[src/rtl/bsched_pkg.sv]
package bsched_pkg;
   typedef enum logic [1:0] {
      OP_PRE = 2'd0,
      OP_ACT = 2'd1,
      OP_RD  = 2'd2,
      OP_WR  = 2'd3
   } dram_op_e;
endpackage

[src/rtl/bsched_fifo.sv]
module bsched_fifo #(
   parameter int W     = 21,
   parameter int DEPTH = 8
) (
   input  logic         clk,
   input  logic         rst_n,
   input  logic         push,
   input  logic [W-1:0] din,
   input  logic         pop,
   output logic [W-1:0] dout,
   output logic         empty,
   output logic         full
);
   localparam int AW = $clog2(DEPTH);
   localparam int CW = $clog2(DEPTH + 1);

   logic [W-1:0]  mem [DEPTH];
   logic [AW-1:0] wp, rp;
   logic [CW-1:0] cnt;

   always_ff @(posedge clk or negedge rst_n) begin
      if (!rst_n) begin
         wp  <= '0;
         rp  <= '0;
         cnt <= '0;
      end else begin
         if (push) wp <= wp + AW'(1);
         if (pop)  rp <= rp + AW'(1);
         case ({push, pop})
            2'b10:   cnt <= cnt + CW'(1);
            2'b01:   cnt <= cnt - CW'(1);
            default: cnt <= cnt;
         endcase
      end
   end

   always_ff @(posedge clk) begin
      if (push) mem[wp] <= din;
   end

   assign dout  = mem[rp];
   assign empty = (cnt == '0);
   assign full  = (cnt == CW'(DEPTH));
endmodule

[src/rtl/bsched_bank.sv]
module bsched_bank
   import bsched_pkg::*;
#(
   parameter int ROW_W = 12,
   parameter int CNT_W = 6,
   parameter int T_RP  = 13,
   parameter int T_RCD = 12,
   parameter int T_RAS = 21,
   parameter int T_RC  = 34
) (
   input  logic             clk,
   input  logic             rst_n,
   input  logic             head_valid,
   input  logic [ROW_W-1:0] head_row,
   input  logic             rrd_ok,
   input  logic             issue,
   output dram_op_e         need_op,
   output logic             can_issue
);
   logic             open_q;
   logic [ROW_W-1:0] open_row;
   logic [CNT_W-1:0] rp_c, rcd_c, ras_c, rc_c;

   function automatic logic [CNT_W-1:0] dn(input logic [CNT_W-1:0] v);
      return (v == '0) ? v : v - CNT_W'(1);
   endfunction

   always_comb begin
      if (!open_q)                 need_op = OP_ACT;
      else if (open_row == head_row) need_op = OP_RD;
      else                         need_op = OP_PRE;
   end

   always_comb begin
      case (need_op)
         OP_ACT:  can_issue = head_valid && rp_c == '0 && rc_c == '0 && rrd_ok;
         OP_PRE:  can_issue = head_valid && ras_c == '0;
         default: can_issue = head_valid && rcd_c == '0;
      endcase
   end

   always_ff @(posedge clk or negedge rst_n) begin
      if (!rst_n) begin
         open_q   <= 1'b0;
         open_row <= '0;
         rp_c     <= '0;
         rcd_c    <= '0;
         ras_c    <= '0;
         rc_c     <= '0;
      end else begin
         rp_c  <= dn(rp_c);
         rcd_c <= dn(rcd_c);
         ras_c <= dn(ras_c);
         rc_c  <= dn(rc_c);
         if (issue && need_op == OP_ACT) begin
            open_q   <= 1'b1;
            open_row <= head_row;
            rcd_c    <= CNT_W'(T_RCD - 1);
            ras_c    <= CNT_W'(T_RAS - 1);
            rc_c     <= CNT_W'(T_RC - 1);
         end else if (issue && need_op == OP_PRE) begin
            open_q <= 1'b0;
            rp_c   <= CNT_W'(T_RP - 1);
         end
      end
   end
endmodule

[src/rtl/bsched_rr.sv]
module bsched_rr #(
   parameter int N = 4
) (
   input  logic                 clk,
   input  logic                 rst_n,
   input  logic [N-1:0]         req,
   output logic                 gnt_valid,
   output logic [$clog2(N)-1:0] gnt_idx
);
   localparam int IW = $clog2(N);

   logic [IW-1:0] ptr;

   always_comb begin
      logic [IW-1:0] idx;
      gnt_valid = 1'b0;
      gnt_idx   = ptr;
      for (int i = 0; i < N; i++) begin
         idx = ptr + IW'(i);
         if (!gnt_valid && req[idx]) begin
            gnt_valid = 1'b1;
            gnt_idx   = idx;
         end
      end
   end

   always_ff @(posedge clk or negedge rst_n) begin
      if (!rst_n)         ptr <= '0;
      else if (gnt_valid) ptr <= gnt_idx + IW'(1);
   end
endmodule

[src/rtl/bank_sched.sv]
module bank_sched
   import bsched_pkg::*;
#(
   parameter int NBANK = 4,
   parameter int ROW_W = 12,
   parameter int COL_W = 8,
   parameter int DEPTH = 8,
   parameter int T_RP  = 13,
   parameter int T_RCD = 12,
   parameter int T_RAS = 21,
   parameter int T_RC  = 34,
   parameter int T_RRD = 8
) (
   input  logic                     clk,
   input  logic                     rst_n,
   input  logic                     req_valid,
   output logic                     req_ready,
   input  logic [$clog2(NBANK)-1:0] req_bank,
   input  logic [ROW_W-1:0]         req_row,
   input  logic [COL_W-1:0]         req_col,
   input  logic                     req_write,
   output logic                     cmd_valid,
   output logic [1:0]               cmd_op,
   output logic [$clog2(NBANK)-1:0] cmd_bank,
   output logic [ROW_W-1:0]         cmd_row,
   output logic [COL_W-1:0]         cmd_col
);
   localparam int BANK_W = $clog2(NBANK);
   localparam int ENT_W  = ROW_W + COL_W + 1;
   localparam int T_M1   = (T_RP > T_RCD) ? T_RP : T_RCD;
   localparam int T_M2   = (T_RAS > T_RC) ? T_RAS : T_RC;
   localparam int T_M3   = (T_M1 > T_M2) ? T_M1 : T_M2;
   localparam int T_MAX  = (T_M3 > T_RRD) ? T_M3 : T_RRD;
   localparam int CNT_W  = $clog2(T_MAX + 1);

   if (DEPTH != 8 && DEPTH != 16 && DEPTH != 32 && DEPTH != 64) begin : g_bad_depth
      $error("bank_sched: DEPTH must be 8, 16, 32 or 64");
   end
   if (NBANK < 2 || (NBANK & (NBANK - 1)) != 0) begin : g_bad_nbank
      $error("bank_sched: NBANK must be a power of two of at least 2");
   end
   if (T_RP < 1 || T_RCD < 1 || T_RAS < 1 || T_RC < 1 || T_RRD < 1) begin : g_bad_timing
      $error("bank_sched: every timing value must be at least 1");
   end

   logic [NBANK-1:0] q_full, q_empty, bank_go;
   logic [ENT_W-1:0] head [NBANK];
   dram_op_e         need [NBANK];
   logic             gnt_valid;
   logic [BANK_W-1:0] gnt_idx;
   logic [CNT_W-1:0] rrd_c;

   assign req_ready = !q_full[req_bank];

   for (genvar b = 0; b < NBANK; b++) begin : g_bank
      logic push_b, issue_b, pop_b;
      assign push_b  = req_valid && req_ready && (req_bank == BANK_W'(b));
      assign issue_b = gnt_valid && (gnt_idx == BANK_W'(b));
      assign pop_b   = issue_b && (need[b] == OP_RD);

      bsched_fifo #(.W(ENT_W), .DEPTH(DEPTH)) u_q (
         .clk   (clk),
         .rst_n (rst_n),
         .push  (push_b),
         .din   ({req_write, req_row, req_col}),
         .pop   (pop_b),
         .dout  (head[b]),
         .empty (q_empty[b]),
         .full  (q_full[b])
      );

      bsched_bank #(
         .ROW_W(ROW_W), .CNT_W(CNT_W),
         .T_RP(T_RP), .T_RCD(T_RCD), .T_RAS(T_RAS), .T_RC(T_RC)
      ) u_bank (
         .clk        (clk),
         .rst_n      (rst_n),
         .head_valid (!q_empty[b]),
         .head_row   (head[b][COL_W +: ROW_W]),
         .rrd_ok     (rrd_c == '0),
         .issue      (issue_b),
         .need_op    (need[b]),
         .can_issue  (bank_go[b])
      );
   end

   bsched_rr #(.N(NBANK)) u_rr (
      .clk       (clk),
      .rst_n     (rst_n),
      .req       (bank_go),
      .gnt_valid (gnt_valid),
      .gnt_idx   (gnt_idx)
   );

   dram_op_e         sel_op;
   logic [ENT_W-1:0] sel_ent;
   assign sel_op  = need[gnt_idx];
   assign sel_ent = head[gnt_idx];

   always_ff @(posedge clk or negedge rst_n) begin
      if (!rst_n) begin
         rrd_c     <= '0;
         cmd_valid <= 1'b0;
         cmd_op    <= 2'd0;
         cmd_bank  <= '0;
         cmd_row   <= '0;
         cmd_col   <= '0;
      end else begin
         if (gnt_valid && sel_op == OP_ACT) rrd_c <= CNT_W'(T_RRD - 1);
         else if (rrd_c != '0)              rrd_c <= rrd_c - CNT_W'(1);
         cmd_valid <= gnt_valid;
         cmd_op    <= (sel_op == OP_RD && sel_ent[ENT_W-1]) ? OP_WR : sel_op;
         cmd_bank  <= gnt_idx;
         cmd_row   <= sel_ent[COL_W +: ROW_W];
         cmd_col   <= sel_ent[COL_W-1:0];
      end
   end
endmodule

[config.mk]
export PLATFORM = sky130hd
export DESIGN_NAME = bank_sched
export DESIGN_NICKNAME = d
export VERILOG_FILES = /design/src/rtl/bsched_pkg.sv /design/src/rtl/bsched_fifo.sv /design/src/rtl/bsched_bank.sv /design/src/rtl/bsched_rr.sv /design/src/rtl/bank_sched.sv
export SDC_FILE = /design/constraint.sdc
export NUM_CORES = 1
export LEC_CHECK = 0
export CORE_UTILIZATION = 55
export CTS_CLUSTER_SIZE = 12
export DETAILED_ROUTE_END_ITERATION = 16
export PLACE_DENSITY = 0.71
export REMOVE_ABC_BUFFERS = 1
export SYNTH_ARGS = -nofsm -noshare
export SYNTH_HDL_FRONTEND = slang
export SYNTH_SLANG_ARGS = --single-unit
[constraint.sdc]
create_clock -name clk -period 14.7 [get_ports clk]
set_input_delay 4.41 -clock clk [delete_from_list [all_inputs] [get_ports clk]]
set_output_delay 4.41 -clock clk [all_outputs]
set_load 0.03 [all_outputs]
==> results of run 1 <==
-- registers in the layout (all words and copies together) (netlist names) --
register                flops
g_bank.u_bank.rp_c         24
g_bank.u_q.wp              12
g_bank.u_bank.rc_c         24
cmd_row                    12
g_bank.u_q.mem            672
g_bank.u_q.cnt             16
cmd_col                     8
g_bank.u_q.rp              12
g_bank.u_bank.rcd_c        24
g_bank.u_bank.ras_c        24
cmd_bank                    2
cmd_valid                   1
u_rr.ptr                    2
rrd_c                       6
g_bank.u_bank.open_row     48
g_bank.u_bank.open_q        4
cmd_op                      2
-- power groups by stage --
stage	logic, mW	registers, mW	clock network [mW]
6_report	1.29	3.33	2.14
5_1_grt	1.44	3.37	2.27
4_1_cts	1.30	3.33	2.18
3_5_place_dp	1.29	3.37	0
3_3_place_gp	1.22	3.35	0
2_1_floorplan	0.839	3.37	0
-- cell type report --
type | instances | area, um^2 | area share, %
multi-input cells | 1319 | 10700 | 25.9
well taps | 864 | 1080 | 2.61
clock buffers | 140 | 2580 | 6.23
repair buffers | 109 | 951 | 2.29
inverters | 65 | 244 | 0.588
flip-flops and latches | 893 | 25700 | 62.0
clock inverters | 22 | 159 | 0.383
-- worst max-delay path: stages --
cell and delay, ps:
clkdlybuf4s50_1 480, nor2b_1 180, nand2_1 80, nor4_1 50, nor4_1 400, clkdlybuf4s50_1 750
-- metal layers --
layer	vias to the layer above	track usage [%]	share of wire, %
met5	-	0	0.017
met4	2	8.85	3.1
met3	131	3.41	5.6
met2	579	38.8	49
met1	10300	31.6	42
li1	9171	-	-
-- cell usage in the layout (no fill, tap or decap), types with 29 or more instances in the layout --
cell type,n
or3_1,37
nand2b_1,29
o21ai_0,57
clkbuf_1,39
dfrtp_1,216
edfxtp_1,672
buf_4,58
a21oi_1,58
clkbuf_16,93
clkdlybuf4s50_1,50
nor2_1,103
mux2_2,51
mux4_2,124
xor2_1,39
nand2_1,271
ha_1,45
nor3_1,53
inv_1,64
xnor2_1,59
mux2i_1,116
-- stage by stage --
stage	hold WS [ps]	setup WS, ps	instances	utilization (%)
2_1_floorplan	454	4570	2277	-
3_3_place_gp	470	3950	3250	58.5
3_5_place_dp	485	3960	3250	58.5
4_1_cts	502	3950	3412	62.7
5_1_grt	523	3800	3412	62.7
6_report	499	3930	3412	62.7
-- worst paths after layout --
check                                                         start                                  endpoint  cells past startpoint  slack, ps
max                                                     req_bank[0]                                 req_ready                      6       3930
min                        g_bank[2].u_bank.open_row[5]$_DFFE_PN0P_  g_bank[2].u_bank.open_row[5]$_DFFE_PN0P_                      2        500
max reg2reg                         g_bank[0].u_q.rp[0]$_DFFE_PN0P_          g_bank[2].u_q.cnt[3]$_DFFE_PN0P_                     20       7770
min reg2reg                g_bank[2].u_bank.open_row[5]$_DFFE_PN0P_  g_bank[2].u_bank.open_row[5]$_DFFE_PN0P_                      2        500
max in group asynchronous                                     rst_n           g_bank[0].u_q.rp[0]$_DFFE_PN0P_                      2       9420
min in group asynchronous                                     rst_n      g_bank[0].u_bank.rc_c[2]$_DFFE_PN0P_                      1       3760
-- kinds of logic (layout without fill, tap and decap cells) --
logic type                 count (synthesis)  after routing  share of synthesized area [%]
DFF                                      893            893                           69.4
buffers and inverters                    156            336                           1.86
muxes                                    302            302                           12.6
xor gates and xnor gates                  98             98                           2.32
and+or+nand+nor                          635            635                           7.90
AOI/OAI and AO/OA                        235            235                           4.19
adders and majority gates                 49             49                           1.74
==> results.json, run 1 <==
{
  "end_kind": "output pin",
  "max_cap_violations": 0,
  "syn_to_final_growth_pct": 12.0,
  "place_area_um2": 38700,
  "rsz0062_at_grt": "false",
  "cts_hold_buf": 0,
  "syn_inst": 2368,
  "synth_top_area_cell": "edfxtp_1",
  "overflow": 0,
  "hpwl_um": 48600,
  "status": "finished, final reports clean",
  "cts_buffer_depth": 3,
  "grt_pass1_vias": 20600,
  "pwr-share-clk_pct": 31.7,
  "seq_power_share_pct": 49.3,
  "viasPerCell": 5.91,
  "clkTransAtPathRegs_ps": 60,
  "portBuffers": 51,
  "clk_latency_ps": 640,
  "synth.most_common_cell": "edfxtp_1",
  "rows": 94,
  "ant_nets": 0,
  "switchingPower_mw": 1.94,
  "fin_crit_sh_pct": 73.2,
  "post-cts-setup-buffers": 0,
  "wl_um": 77800,
  "hp-class": "flip-flop to flip-flop",
  "drt_iter0_drc": 1817,
  "report.final.hold_viol_count": 0,
  "synth_edf_count": 672,
  "vias": 20200,
  "critPathKind": "primary input to output pin",
  "fin_nets": 2554,
  "switching_share_pct": 28.7,
  "cp-start-kind": "primary input",
  "post-route-drc-count": 0,
  "cts_resized": 0,
  "dieHeight_um": 262,
  "ys_warn_count": 0,
  "maxSlewViolCount": 0,
  "fin_worst_skew_ps": 18.8,
  "die_w_um": 262,
  "crit_fanout": 6,
  "antenna_cells": 0,
  "synth_top_area_share_pct": 54.5,
  "finalSetupViolCount": 0,
  "synth_top_cells_by_count": "edfxtp_1, nand2_1, dfrtp_1",
  "p_comb_share_pct": 19.1,
  "synth_ff_type": "edfxtp_1",
  "wl_per_cell_um": 22.8,
  "ys_ff_latch": 893,
  "maxSlewHeadroom_pct": 11.0,
  "ys_top_cells_by_area": "edfxtp_1, dfrtp_1, mux4_2",
  "io_pins": 52,
  "fmax_ghz": 0.0929,
  "die_area_um2": 68400,
  "intPower_mw": 4.82,
  "h-tree-depth": 3,
  "clockRootBuffer": "clkbuf_16",
  "fin_crit_ps": 10770,
  "vdd_ir_drop_max_mv": 0.107,
  "p_leak_nw": 14.6,
  "fill_cells": 4591,
  "cp.required_ps": 10290,
  "power.total_mw": 6.77,
  "grt.total_usage_pct": 23.4,
  "arrival_ps": 6360,
  "synth_seq_area_share_pct": 69.4,
  "worst_slew_pin_slew_ps": 1330,
  "dr.pass1.iters": 5,
  "grt_pass1_wl_um": 119000,
  "cts_sinks": 893,
  "core_um2": 66200,
  "syn-mean-instance-area_um2": 15.6,
  "cts_tree": "built",
  "async_flop_share_pct": 24.7,
  "antenna_found_initial": 1,
  "power.density_nw_per_um2": 163,
  "start_util_pct": 55.9,
  "grt_max_degree": 89,
  "gp_congestion": 0.861,
  "synth.cell_area_um2": 37000,
  "numCtsBuffers": 91,
  "tns_ps": 0,
  "design_area_um2": 41500,
  "drive_gt1_share_pct": 15.7,
  "synth_cell_types": 69
}
(Power assumes the default switching activity.)
==> inputs of run 2 (changes only) <==
==> constraint.sdc (replaced) <==
create_clock -name clk -period 9.95 [get_ports clk]
set_input_delay 2.985 -clock clk [delete_from_list [all_inputs] [get_ports clk]]
set_output_delay 2.985 -clock clk [all_outputs]
set_load 0.03 [all_outputs]
==> results.json, run 2 (synthesized netlist as in run 1, its figures left out) <==
{
  "start_util_pct": 55.9,
  "antenna_found_initial": 2,
  "clkTransAtPathRegs_ps": 50,
  "numCtsBuffers": 91,
  "met1_usage_pct": 32.4,
  "grt_max_degree": 92,
  "vdd_ir_drop_max_mv": 0.209,
  "most-common-layout-cells": "edfxtp_1, nand2_1, dfrtp_1, mux4_2, mux2i_1",
  "fmax_ghz": 0.125,
  "cts_resized": 0,
  "viasPerCell": 5.96,
  "largest-register": "g_bank.u_q.mem",
  "portBuffers": 51,
  "syn_to_final_growth_pct": 11.8,
  "critPathKind": "primary input to output pin",
  "end_kind": "output pin",
  "clk_latency_ps": 660,
  "reg_top3": "g_bank.u_q.mem: 672 flops, g_bank.u_bank.open_row: 48 flops",
  "cts_buffer_depth": 3,
  "gp_congestion": 0.873,
  "startpoint": "req_bank[0]",
  "wl_um": 77800,
  "maxSlewViolCount": 0,
  "hpwl_um": 48700,
  "reg2reg_from": "g_bank[0].u_q.rp[0]$_DFFE_PN0P_",
  "cts_hold_buf": 0,
  "hp-class": "flip-flop to flip-flop",
  "overflow": 0,
  "core_um2": 66200,
  "reg2reg_to": "g_bank[2].u_q.cnt[3]$_DFFE_PN0P_",
  "worst_slew_pin_slew_ps": 1350,
  "fin_worst_skew_ps": 44.0,
  "fin_crit_ps": 7990,
  "cp.required_ps": 6970,
  "arrival_ps": 5000,
  "drt_iter0_drc": 1667,
  "grt_pass1_vias": 20700,
  "dp_cells": 3242,
  "post-route-drc-count": 0,
  "final_common_cell": "edfxtp_1",
  "power.density_nw_per_um2": 241,
  "max_cap_violations": 0,
  "fin_nets": 2546,
  "fin_crit_sh_pct": 80.3,
  "dr.pass1.iters": 6,
  "die_w_um": 262,
  "grt_pass1_wl_um": 121000,
  "io_pins": 52,
  "cts_sinks": 893,
  "met3_usage_pct": 3.36,
  "r2r_slack_ps": 2920,
  "drive_gt1_share_pct": 15.4,
  "vias": 20200,
  "finalSetupViolCount": 0,
  "crit_fanout": 6,
  "cp-start-kind": "primary input",
  "status": "finished, final reports clean",
  "p_leak_nw": 14.5,
  "h-tree-depth": 3,
  "rows": 94,
  "grt.total_usage_pct": 23.5,
  "rsz0062_at_grt": "false",
  "post-cts-setup-buffers": 0,
  "ant_nets": 0,
  "report.final.hold_viol_count": 0,
  "largest_reg_flops": 672,
  "tns_ps": 0,
  "wl_per_cell_um": 22.9,
  "crit_end": "req_ready",
  "use_met2_pct": 38.8,
  "r2r_cells": 22,
  "die_area_um2": 68400,
  "clockRootBuffer": "clkbuf_16",
  "cts_tree": "built",
  "stdcell_count": 3397,
  "dieHeight_um": 262,
  "maxSlewHeadroom_pct": 10.0,
  "busiest_layer": "met2"
}
## run 2: cell count changes in the layout (fill, tap and decap cells not counted)
| cell | before | now |
|---|---|---|
| clkbuf_1 | 39 | 38 |
| clkinv_16 | 0 | 2 |
| clkinvlp_4 | 1 | 0 |
| diode_2 | 0 | 1 |
| inv_16 | 1 | 2 |
| clkinv_2 | 4 | 5 |
| clkinv_4 | 1 | 0 |
| clkbuf_16 | 93 | 92 |
| inv_6 | 4 | 1 |
| buf_4 | 58 | 50 |
| clkinv_1 | 10 | 5 |
## run 2: power breakdown
group          total, mW  switching [mW]  leakage, nW  internal (mW)
Sequential          4.92           0.382         8.80           4.54
Clock               3.16            1.37         1.32           1.80
Combinational       1.90            1.13         4.42          0.774
Total               9.99            2.88         14.5           7.11
## run 2: metal layers
layer,part of all wire [%],wire length [um],up-vias
met1,43,33400,10400
met4,2.7,2110,2
met5,0.017,13,-
li1,-,-,9125
met2,49,38500,549
met3,4.9,3790,129
## run 2: cell type report
class / count / area (um^2)
flip-flops and latches: 893 / 25700
well taps: 864 / 1080
clock inverters: 16 / 183
fillers: 4662 / 24800
diodes: 1 / 2.50
clock buffers: 138 / 2550
repair buffers: 101 / 891
multi-input cells: 1319 / 10700
inverters: 65 / 244
## run 2: critical path, cell delays in order
cell and delay, ps:
clkdlybuf4s50_1 490, nor2b_1 190, nand2_1 70, nor4_1 50, nor4_1 460, clkdlybuf4s50_1 760
## run 2: stage by stage
stage                     worst slack (ps)  utilization, %  cell area, um^2  hold slack, ps  power (mW)
after detailed placement              2000            58.4            38700             485        6.88
after global placement                2040            58.4            38700             470        6.75
after global routing                  1790            62.6            41400             519        10.5
after floorplan                       2670               -            36600             454        6.22
final                                 1960            62.6            41400             498        9.99
after CTS                             1980            62.6            41400             495        10.1
## run 2: worst min path at each step
| stage | slack, ps | startpoint | cells after the start | end |
|---|---|---|---|---|
| final | 500 | g_bank[1].u_q.cnt[3]$_DFFE_PN0P_ | 1 | g_bank[1].u_q.cnt[3]$_DFFE_PN0P_ |
| after global routing | 520 | g_bank[3].u_q.cnt[3]$_DFFE_PN0P_ | 1 | g_bank[3].u_q.cnt[3]$_DFFE_PN0P_ |
| after CTS | 490 | g_bank[1].u_q.cnt[3]$_DFFE_PN0P_ | 1 | g_bank[1].u_q.cnt[3]$_DFFE_PN0P_ |
| after detailed placement | 490 | g_bank[1].u_bank.open_row[4]$_DFFE_PN0P_ | 2 | g_bank[1].u_bank.open_row[4]$_DFFE_PN0P_ |
| after global placement | 470 | g_bank[3].u_bank.open_row[2]$_DFFE_PN0P_ | 2 | g_bank[3].u_bank.open_row[2]$_DFFE_PN0P_ |
| after floorplan | 450 | g_bank[0].u_q.cnt[3]$_DFFE_PN0P_ | 1 | g_bank[0].u_q.cnt[3]$_DFFE_PN0P_ |
==> inputs of run 3 (changes only) <==
==> constraint.sdc (replaced) <==
create_clock -name clk -period 7.7 [get_ports clk]
set_input_delay 2.31 -clock clk [delete_from_list [all_inputs] [get_ports clk]]
set_output_delay 2.31 -clock clk [all_outputs]
set_load 0.03 [all_outputs]
==> results.json, run 3 (synthesized netlist as in run 1, its figures left out) <==
{
  "tns_ps": 0,
  "antenna_found_initial": 1,
  "portBuffers": 51,
  "power.density_nw_per_um2": 317,
  "slowest_stage": "clkdlybuf4s50_1",
  "fin_worst_skew_ps": 25.3,
  "p_comb_share_pct": 18.7,
  "cts_hold_buf": 0,
  "intPower_mw": 9.46,
  "grt.total_usage_pct": 24.0,
  "die_w_um": 262,
  "critPathMaxStageDelay_ps": 760,
  "vias": 20300,
  "finalSetupViolCount": 0,
  "post-route-drc-count": 0,
  "final_common_cell": "edfxtp_1",
  "h-tree-depth": 3,
  "io_pins": 52,
  "ant_nets": 0,
  "dr.pass1.iters": 5,
  "arrival_ps": 4300,
  "start_util_pct": 55.9,
  "drt_iter0_drc": 1801,
  "wl_per_cell_um": 23.3,
  "clkTransAtPathRegs_ps": 60,
  "switchingPower_mw": 3.79,
  "gp_congestion": 0.825,
  "grt_pass1_vias": 20800,
  "drive_gt1_share_pct": 15.9,
  "largest-register": "g_bank.u_q.mem",
  "pwr-share-clk_pct": 33.2,
  "grt_max_degree": 149,
  "switching_share_pct": 28.6,
  "grt_pass1_wl_um": 122000,
  "cts_sinks": 893,
  "place_area_um2": 38700,
  "die_area_um2": 68400,
  "maxSlewHeadroom_pct": 10.9,
  "clockRootBuffer": "clkbuf_16",
  "fmax_ghz": 0.151,
  "antenna_cells": 0,
  "fill_cells": 4623,
  "syn_to_final_growth_pct": 12.7,
  "status": "finished, final reports clean",
  "cts_resized": 0,
  "report.final.hold_viol_count": 0,
  "cp-start-kind": "primary input",
  "fin_nets": 2550,
  "vdd_ir_drop_max_mv": 0.257,
  "p_leak_nw": 14.7,
  "power.total_mw": 13.2,
  "critPathKind": "primary input to output pin",
  "fin_crit_ps": 6610,
  "end_kind": "output pin",
  "hpwl_um": 49800,
  "cp.required_ps": 5390,
  "crit_fanout": 6,
  "maxSlewViolCount": 0,
  "cts_tree": "built",
  "dieHeight_um": 262,
  "fin_crit_sh_pct": 85.9,
  "cp_cell_sequence": "clkdlybuf4s50_1 > nor2b_1 > nand2_1 > nor4_1 > nor4_1 > clkdlybuf4s50_1",
  "seq_power_share_pct": 48.1,
  "overflow": 0,
  "max_cap_violations": 0,
  "most-common-layout-cells": "edfxtp_1, nand2_1, dfrtp_1, mux4_2, mux2i_1",
  "viasPerCell": 5.96,
  "hp-class": "flip-flop to flip-flop",
  "clk_latency_ps": 650,
  "largest_reg_flops": 672,
  "reg_top3": "g_bank.u_q.mem: 672 flops, g_bank.u_bank.open_row: 48 flops",
  "postLayoutCoreUtil_pct": 63.0,
  "worst_slew_pin_slew_ps": 1330,
  "rows": 94,
  "cts_buffer_depth": 3,
  "design_area_um2": 41700,
  "numCtsBuffers": 92,
  "core_um2": 66200,
  "rsz0062_at_grt": "false",
  "post-cts-setup-buffers": 0,
  "wl_um": 79500
}
run 3: through the flow:
| step | setup WS [ps] | hold slack [ps] | std cells |
|---|---|---|---|
| 5_1_grt | 986 | 508 | 3415 |
| 2_1_floorplan | 845 | 454 | 2277 |
| 4_1_cts | 1110 | 490 | 3415 |
| 6_report | 1090 | 499 | 3415 |
| 3_5_place_dp | 1110 | 476 | 3245 |
| 3_3_place_gp | 1140 | 476 | 3245 |
run 3: worst paths after layout:
kind	startpoint	end	slack [ps]	depth (start not counted)
worst max-delay path	req_bank[0]	req_ready	1090	6
worst min-delay path	g_bank[0].u_bank.open_row[4]$_DFFE_PN0P_	g_bank[0].u_bank.open_row[4]$_DFFE_PN0P_	500	2
worst max register to register	g_bank[2].u_q.rp[2]$_DFFE_PN0P_	g_bank[2].u_q.cnt[3]$_DFFE_PN0P_	1440	19
worst min register to register	g_bank[0].u_bank.open_row[4]$_DFFE_PN0P_	g_bank[0].u_bank.open_row[4]$_DFFE_PN0P_	500	2
max in group asynchronous	rst_n	g_bank[2].u_q.rp[0]$_DFFE_PN0P_	4770	2
min in group asynchronous	rst_n	g_bank[0].u_bank.rcd_c[5]$_DFFE_PN0P_	1630	1
run 3: layout make-up:
cell class              count  area [um^2]  area share, %
inverters                  65          244          0.584
multi-input cells        1319        10800           25.8
clock buffers             150         2710           6.50
repair buffers            104          926           2.22
flip-flops and latches    893        25700           61.6
clock inverters            20          305          0.731
well taps                 864         1080           2.59
run 3: worst max-delay path, delay by kind of cell:
family | cells | cell delay, ps
buf+inv | 2 | 1250
simple gates | 4 | 740
run 3: routing by layer:
layer  up-vias  share of wire (%)  global-route usage (%)
li1       9165                  -                       -
met1     10500                 43                    32.9
met2       559                 50                    40.2
met3       118                5.0                    3.63
met4         2                2.4                    6.54
met5         -              0.014                       0
run 3: power by group through the flow:
stage	registers [mW]	logic, mW	clock network (mW)
after floorplan	6.43	1.60	0
after global placement	6.40	2.34	0
after detailed placement	6.45	2.47	0
after CTS	6.36	2.49	4.48
after global routing	6.44	2.76	4.66
final	6.37	2.48	4.40
